==> src/rtl/cmt_pkg.sv <==
package cmt_pkg;
  typedef enum logic [1:0] {
    IDX_CTRL = 2'd0,
    IDX_CNT  = 2'd1,
    IDX_CMP  = 2'd2
  } reg_idx_e;

  localparam int BLK_SHIFT = 4;   // 16-byte block per channel
  localparam int IE_BIT    = 0;
  localparam int OVR_BIT   = 14;

  function automatic int unsigned div_for(input bit wide);
    return wide ? 8 : 512;
  endfunction

  function automatic int unsigned flag_bit(input bit wide);
    return wide ? 15 : 7;
  endfunction
endpackage

==> src/rtl/cmt_prescaler.sv <==
module cmt_prescaler #(
  parameter int DIV = 8
) (
  input  logic clk,
  input  logic rst,
  output logic tick
);
  localparam int W = (DIV > 2) ? $clog2(DIV) : 1;
  logic [W-1:0] div_q;

  always_ff @(posedge clk) begin
    if (rst) div_q <= '0;
    else if (div_q == W'(DIV - 1)) div_q <= '0;
    else div_q <= div_q + 1'b1;
  end

  assign tick = (div_q == W'(DIV - 1));
endmodule

==> src/rtl/cmt_decode.sv <==
module cmt_decode
  import cmt_pkg::*;
#(
  parameter int NUM_CH = 4,
  parameter int ADDR_W = 8,
  parameter int SHIFT  = 2
) (
  input  logic [ADDR_W-1:0] addr,
  output logic              start_hit,
  output logic [NUM_CH-1:0] ch_hit,
  output reg_idx_e          idx
);
  localparam int BW = ADDR_W - BLK_SHIFT;
  logic [BW-1:0]        blk;
  logic [BLK_SHIFT-1:0] off;
  logic [BLK_SHIFT-1:0] ridx;
  logic                 aligned;

  assign blk       = addr[ADDR_W-1:BLK_SHIFT];
  assign off       = addr[BLK_SHIFT-1:0];
  assign ridx      = off >> SHIFT;
  assign aligned   = ((off & BLK_SHIFT'((1 << SHIFT) - 1)) == '0) && (ridx < 3);
  assign start_hit = (blk == '0) && (off == '0);
  assign idx       = reg_idx_e'(ridx[1:0]);

  for (genvar c = 0; c < NUM_CH; c++) begin : g_hit
    assign ch_hit[c] = aligned && (blk == BW'(c + 1));
  end
endmodule

==> src/rtl/cmt_channel.sv <==
module cmt_channel
  import cmt_pkg::*;
#(
  parameter int CW   = 32,
  parameter bit WIDE = 1'b1
) (
  input  logic          clk,
  input  logic          rst,
  input  logic          tick,
  input  logic          run,
  input  logic          wr_ctrl,
  input  logic          wr_cnt,
  input  logic          wr_cmp,
  input  logic [31:0]   wdata,
  output logic [31:0]   ctrl_o,
  output logic [CW-1:0] cnt_o,
  output logic [CW-1:0] cmp_o,
  output logic          flag_o,
  output logic          ld_o,
  output logic          irq_o
);
  localparam int FB = flag_bit(WIDE);

  logic [CW-1:0] cnt_q, cmp_q, pend_q;
  logic [1:0]    stage_q;
  logic          flag_q, ovr_q, ie_q;
  logic          ld, match;

  assign ld    = tick && (stage_q == 2'd2);
  assign match = tick && run && !ld && (cnt_q == cmp_q);

  always_ff @(posedge clk) begin
    if (rst) begin
      cnt_q   <= '0;
      cmp_q   <= '1;
      pend_q  <= '0;
      stage_q <= 2'd0;
      flag_q  <= 1'b0;
      ie_q    <= 1'b0;
    end else begin
      if (ld) cnt_q <= pend_q;
      else if (tick && run) cnt_q <= match ? '0 : cnt_q + 1'b1;

      if (wr_cnt) begin
        pend_q  <= wdata[CW-1:0];
        stage_q <= 2'd1;
      end else if (tick && stage_q != 2'd0) begin
        stage_q <= (stage_q == 2'd1) ? 2'd2 : 2'd0;
      end

      if (wr_cmp) cmp_q <= wdata[CW-1:0];
      if (wr_ctrl) ie_q <= wdata[IE_BIT];
      flag_q <= match | (flag_q & (!wr_ctrl | wdata[FB]));
    end
  end

  if (WIDE) begin : g_ovr
    always_ff @(posedge clk) begin
      if (rst) ovr_q <= 1'b0;
      else ovr_q <= (match & flag_q) | (ovr_q & (!wr_ctrl | wdata[OVR_BIT]));
    end
  end else begin : g_no_ovr
    assign ovr_q = 1'b0;
  end

  always_comb begin
    ctrl_o          = '0;
    ctrl_o[FB]      = flag_q;
    ctrl_o[IE_BIT]  = ie_q;
    if (WIDE) ctrl_o[OVR_BIT] = ovr_q;
  end

  assign cnt_o  = cnt_q;
  assign cmp_o  = cmp_q;
  assign flag_o = flag_q;
  assign ld_o   = ld;
  assign irq_o  = flag_q & ie_q;
endmodule

==> src/rtl/cmt_array.sv <==
module cmt_array
  import cmt_pkg::*;
#(
  parameter int NUM_CH = 4,
  parameter bit WIDE   = 1'b1,
  parameter int ADDR_W = 8
) (
  input  logic              clk,
  input  logic              rst,
  input  logic [7:0]        bus_addr,
  input  logic              bus_wr,
  input  logic              bus_rd,
  input  logic [31:0]       bus_wdata,
  output logic [31:0]       bus_rdata,
  output logic [NUM_CH-1:0] irq
);
  localparam int CW    = WIDE ? 32 : 16;
  localparam int SHIFT = WIDE ? 2 : 1;
  localparam int DIV   = div_for(WIDE);

  logic                       tick, start_hit;
  logic [NUM_CH-1:0]          ch_hit, run_q, flag_v, ld_v, ctrl_wr_v;
  reg_idx_e                   idx;
  logic [NUM_CH-1:0][31:0]    ctrl_a;
  logic [NUM_CH-1:0][CW-1:0]  cnt_a, cmp_a;
  logic [31:0]                rd_val;

  cmt_prescaler #(.DIV(DIV)) u_div (.clk(clk), .rst(rst), .tick(tick));

  cmt_decode #(.NUM_CH(NUM_CH), .ADDR_W(ADDR_W), .SHIFT(SHIFT)) u_dec (
    .addr(bus_addr[ADDR_W-1:0]), .start_hit(start_hit), .ch_hit(ch_hit), .idx(idx)
  );

  always_ff @(posedge clk) begin
    if (rst) run_q <= '0;
    else if (bus_wr && start_hit) run_q <= bus_wdata[NUM_CH-1:0];
  end

  for (genvar c = 0; c < NUM_CH; c++) begin : g_ch
    assign ctrl_wr_v[c] = bus_wr && ch_hit[c] && (idx == IDX_CTRL);
    cmt_channel #(.CW(CW), .WIDE(WIDE)) u_ch (
      .clk(clk), .rst(rst), .tick(tick), .run(run_q[c]),
      .wr_ctrl(ctrl_wr_v[c]),
      .wr_cnt(bus_wr && ch_hit[c] && (idx == IDX_CNT)),
      .wr_cmp(bus_wr && ch_hit[c] && (idx == IDX_CMP)),
      .wdata(bus_wdata),
      .ctrl_o(ctrl_a[c]), .cnt_o(cnt_a[c]), .cmp_o(cmp_a[c]),
      .flag_o(flag_v[c]), .ld_o(ld_v[c]), .irq_o(irq[c])
    );
  end

  always_comb begin
    rd_val = '0;
    if (start_hit) rd_val = 32'(run_q);
    for (int c = 0; c < NUM_CH; c++) begin
      if (ch_hit[c]) begin
        case (idx)
          IDX_CTRL: rd_val = ctrl_a[c];
          IDX_CNT:  rd_val = 32'(cnt_a[c]);
          IDX_CMP:  rd_val = 32'(cmp_a[c]);
          default:  rd_val = '0;
        endcase
      end
    end
  end

  always_ff @(posedge clk) begin
    if (rst) bus_rdata <= '0;
    else bus_rdata <= bus_rd ? rd_val : '0;
  end
endmodule

==> config.mk <==
export PLATFORM = sky130hd
export DESIGN_NAME = cmt_array
export DESIGN_NICKNAME = d
export VERILOG_FILES = /design/src/rtl/cmt_pkg.sv /design/src/rtl/cmt_prescaler.sv /design/src/rtl/cmt_decode.sv /design/src/rtl/cmt_channel.sv /design/src/rtl/cmt_array.sv
export SDC_FILE = /design/constraint.sdc
export NUM_CORES = 1
export LEC_CHECK = 0
export BUFFER_PORTS_ARGS = -buffer_cell sky130_fd_sc_hd__buf_2
export CORE_AREA = 8 8 236 182
export DETAILED_ROUTE_END_ITERATION = 7
export DIE_AREA = 0 0 244 190
export GPL_TIMING_DRIVEN = 0
export PLACE_DENSITY = 0.82
export RECOVER_POWER = 25
export SLEW_MARGIN = 15
export SYNTH_ARGS = -nofsm -noshare
export SYNTH_HDL_FRONTEND = slang
export SYNTH_HIERARCHICAL = 1
export SYNTH_SLANG_ARGS = --single-unit
==> constraint.sdc <==
create_clock -name clk -period 6.7 [get_ports clk]
set_clock_uncertainty 0.1 [all_clocks]
set_input_delay 0.67 -clock clk [delete_from_list [all_inputs] [get_ports clk]]
set_output_delay 0.67 -clock clk [all_outputs]
set_load 0.005 [all_outputs]
==> results.yml <==
critical_path:
  required_ns: 7.04
  worstSetupEndpointType: "flip-flop"
  start_kind: "primary input"
  critPathMaxFanout: 10
  cp.arrival_ns: 5.46
  criticalPathCategory: "in2reg"
cts:
  cts_tree: "yes"
  post_cts_resized: 0
  cts.sinks: 443
  clk_latency_ns: 0.59
  post_cts_buffers: 0
  cts-root-buf: "clkbuf_16"
  clk_pin_slew_ns: 0.06
  cts_buffers: 45
  htree_num_levels: 2
  clock_path_buffers: 3
  holdBufCountCts: 0
power_and_ir_drop:
  internal_power_mw: 4.29
  p_clk_share_pct: 46.5
  sw_frac_of_total_pct: 24.4
  power_leakage_nw: 11.1
  p_sw_mw: 1.38
  worst_ir_drop_vdd_mv: 0.206
  p_per_area_nw_per_um2: 203
  power_frac_comb_pct: 6.9
  seq_power_share_pct: 46.6
timing:
  hold_viol: 0
  drv_slew: 13
  rsz0062_at_grt: "no"
  fin_crit_sh_pct: 76.4
  worstMarginPinSlew_ns: 2.06
  tns_ns: 0
  fin_crit_ns: 5.12
  setup_viol: 0
  max_freq_mhz: 195
  whs_ns: 0.335
  slew_headroom_pct: -39.1
finish:
  final_cell_mix: "dfxtp_1, mux2i_1, nor2_1, nand2_1, xor2_1"
  final_common_cell: "dfxtp_1"
  area_growth_pct: 11.6
  final_util_pct: 71.6
  final_nets: 3148
  drive_gt1_share_pct: 11.7
die:
  die_x_um: 244
  die_h_um: 190
  core_area_um2: 39000
  die-area_um2: 46400
  num_rows: 63
  io-pin-count: 80
  start_util_pct: 64.2
placed_design:
  gp_congestion: 1.01
  port-buffer-count: 78
  hpwl_um: 64100
drt:
  vias_per_cell: 6.39
  route.vias.total: 23300
  route.met2.wl_um: 38200
  wl_per_cell_um: 24.8
  remaining_drc_errors: 0
  first_pass_iters: 6
  ant_nets: 0
  wl_met1_um: 34600
  drtIter0Drc: 2657
  highest_layer: "met5"
  wl_um: 90700
  route.met3.wl_um: 11000
logic_synthesis:
  ys_warn_count: 6
  synth_top_flop_cell: "dfxtp_1"
  synthArstFlopShare_pct: 0
  yosys_register_bits: 443
  synth_area_um2: 25000
  ys_types: 61
  ys_seq_area_share_pct: 35.4
  syn-instance-count: 2860
  synth-edff-count: 0
  avgSynthCellArea_um2: 8.76
job:
  maxCapViolations: 2
grt:
  grt_pass1_wl_um: 134000
  track_usage_pct: 37.4
  grt_pass1_vias: 22600
  antenna_found_initial: 1
  grt_start_max_net_pins: 16
  gr-total-overflow: 0
status:
  failed_checks: "max-capacitance violations, max-slew violations"
  status: "complete, but fails checks"
worst_hold_path:
  hold_path.class: "reg2reg"
## synthesized netlist by cell type, drive strengths merged, types with 18 or more instances
library cell / instances / share of area (%)
nor4: 44 / 1.6
o221ai: 59 / 2.1
a21oi: 140 / 2.8
nor2: 236 / 3.5
dfxtp: 443 / 35
nor3: 20 / 0.50
a2111oi: 27 / 1.3
and3: 124 / 3.1
xor2: 212 / 7.4
and2: 36 / 0.90
o21ai: 64 / 1.3
clkbuf: 128 / 1.9
nand2: 225 / 3.4
o22ai: 108 / 2.7
nand3: 68 / 1.4
and4: 20 / 0.70
buf: 214 / 5.9
nand4: 40 / 1.5
inv: 83 / 1.2
a211oi: 30 / 0.90
mux2i: 388 / 16
nand3b: 18 / 0.54
xnor2: 24 / 0.84
## layer usage
layer,vias to the layer above,track usage (%)
met4,2,24.7
li1,10400,-
met2,1498,56.6
met3,360,10.7
met1,11100,46.3
met5,-,0
## stage by stage
step / setup slack (ns) / total power, mW / area [µm²] / cells
global route: 1.70 / 5.80 / 27900 / 3652
detailed placement: 1.92 / 3.07 / 26500 / 3571
CTS: 2.49 / 5.66 / 28000 / 3652
global placement: 1.88 / 3.07 / 26500 / 3570
finish: 1.58 / 5.67 / 27900 / 3655
floorplan: 3.19 / 2.91 / 25500 / 2972
## power by group through the flow
stage	Clock (mW)	Combinational (mW)	Sequential, mW
global route	2.76	0.403	2.64
floorplan	0	0.215	2.70
finish	2.64	0.392	2.64
detailed placement	0	0.372	2.70
global placement	0	0.367	2.70
CTS	2.64	0.373	2.64
## kinds of logic (layout without fill, tap and decap cells)
| family | after synthesis | in the layout | share of synthesized area (%) |
|---|---|---|---|
| buf+inv | 429 | 589 | 9.12 |
| simple gates | 868 | 868 | 18.2 |
| fa+ha+maj | 6 | 6 | 0.300 |
| compound gates | 486 | 486 | 13.1 |
| xor+xnor | 236 | 236 | 8.25 |
| mux | 388 | 388 | 15.5 |
| flops | 443 | 443 | 35.4 |
| other cells | 4 | 119 | 0.0599 |
## worst max-delay path: stages
cell	delay, ns
buf_2	0.10
or4_1	0.59
nor4b_1	1.64
clkbuf_1	0.63
nand2_1	0.19
nor2_1	0.15
clkbuf_1	0.52
clkbuf_1	0.62
mux2i_1	0.27
nor2_1	0.07
## state kept, by name, indices dropped and copies added (netlist names)
name               flops
g_ch.u_ch/cmp_o      128
bus_rdata             32
run_q                  4
g_ch.u_ch/flag_o       4
g_ch.u_ch/stage_q      8
u_div/div_q            3
g_ch.u_ch/ovr_q        4
g_ch.u_ch/ie_q         4
g_ch.u_ch/cnt_o      128
g_ch.u_ch/pend_q     128
## path summary, 6_finish.rpt
kind	start	endpoint	slack, ns	cells past startpoint
worst max-delay path	bus_addr[1]	g_ch[1].u_ch/pend_q[21]	1.58	10
worst min-delay path	u_div/div_q[0]	u_div/div_q[0]	0.33	1
worst max register to register	u_div/div_q[0]	g_ch[1].u_ch/cnt_o[23]	3.19	8
worst min register to register	u_div/div_q[0]	u_div/div_q[0]	0.33	1
## layout make-up
cell class,count,area [µm²]
Multi-Input combinational cell,2100,14300
Fill cell,3112,11100
Sequential cell,443,8870
Buffer,342,1950
Clock buffer,62,1270
Tap cell,520,651
Timing Repair Buffer,79,365
Inverter,87,327
Clock inverter,19,234
Antenna cell,3,7.51
No activity file was read; power rests on OpenSTA's default activity.
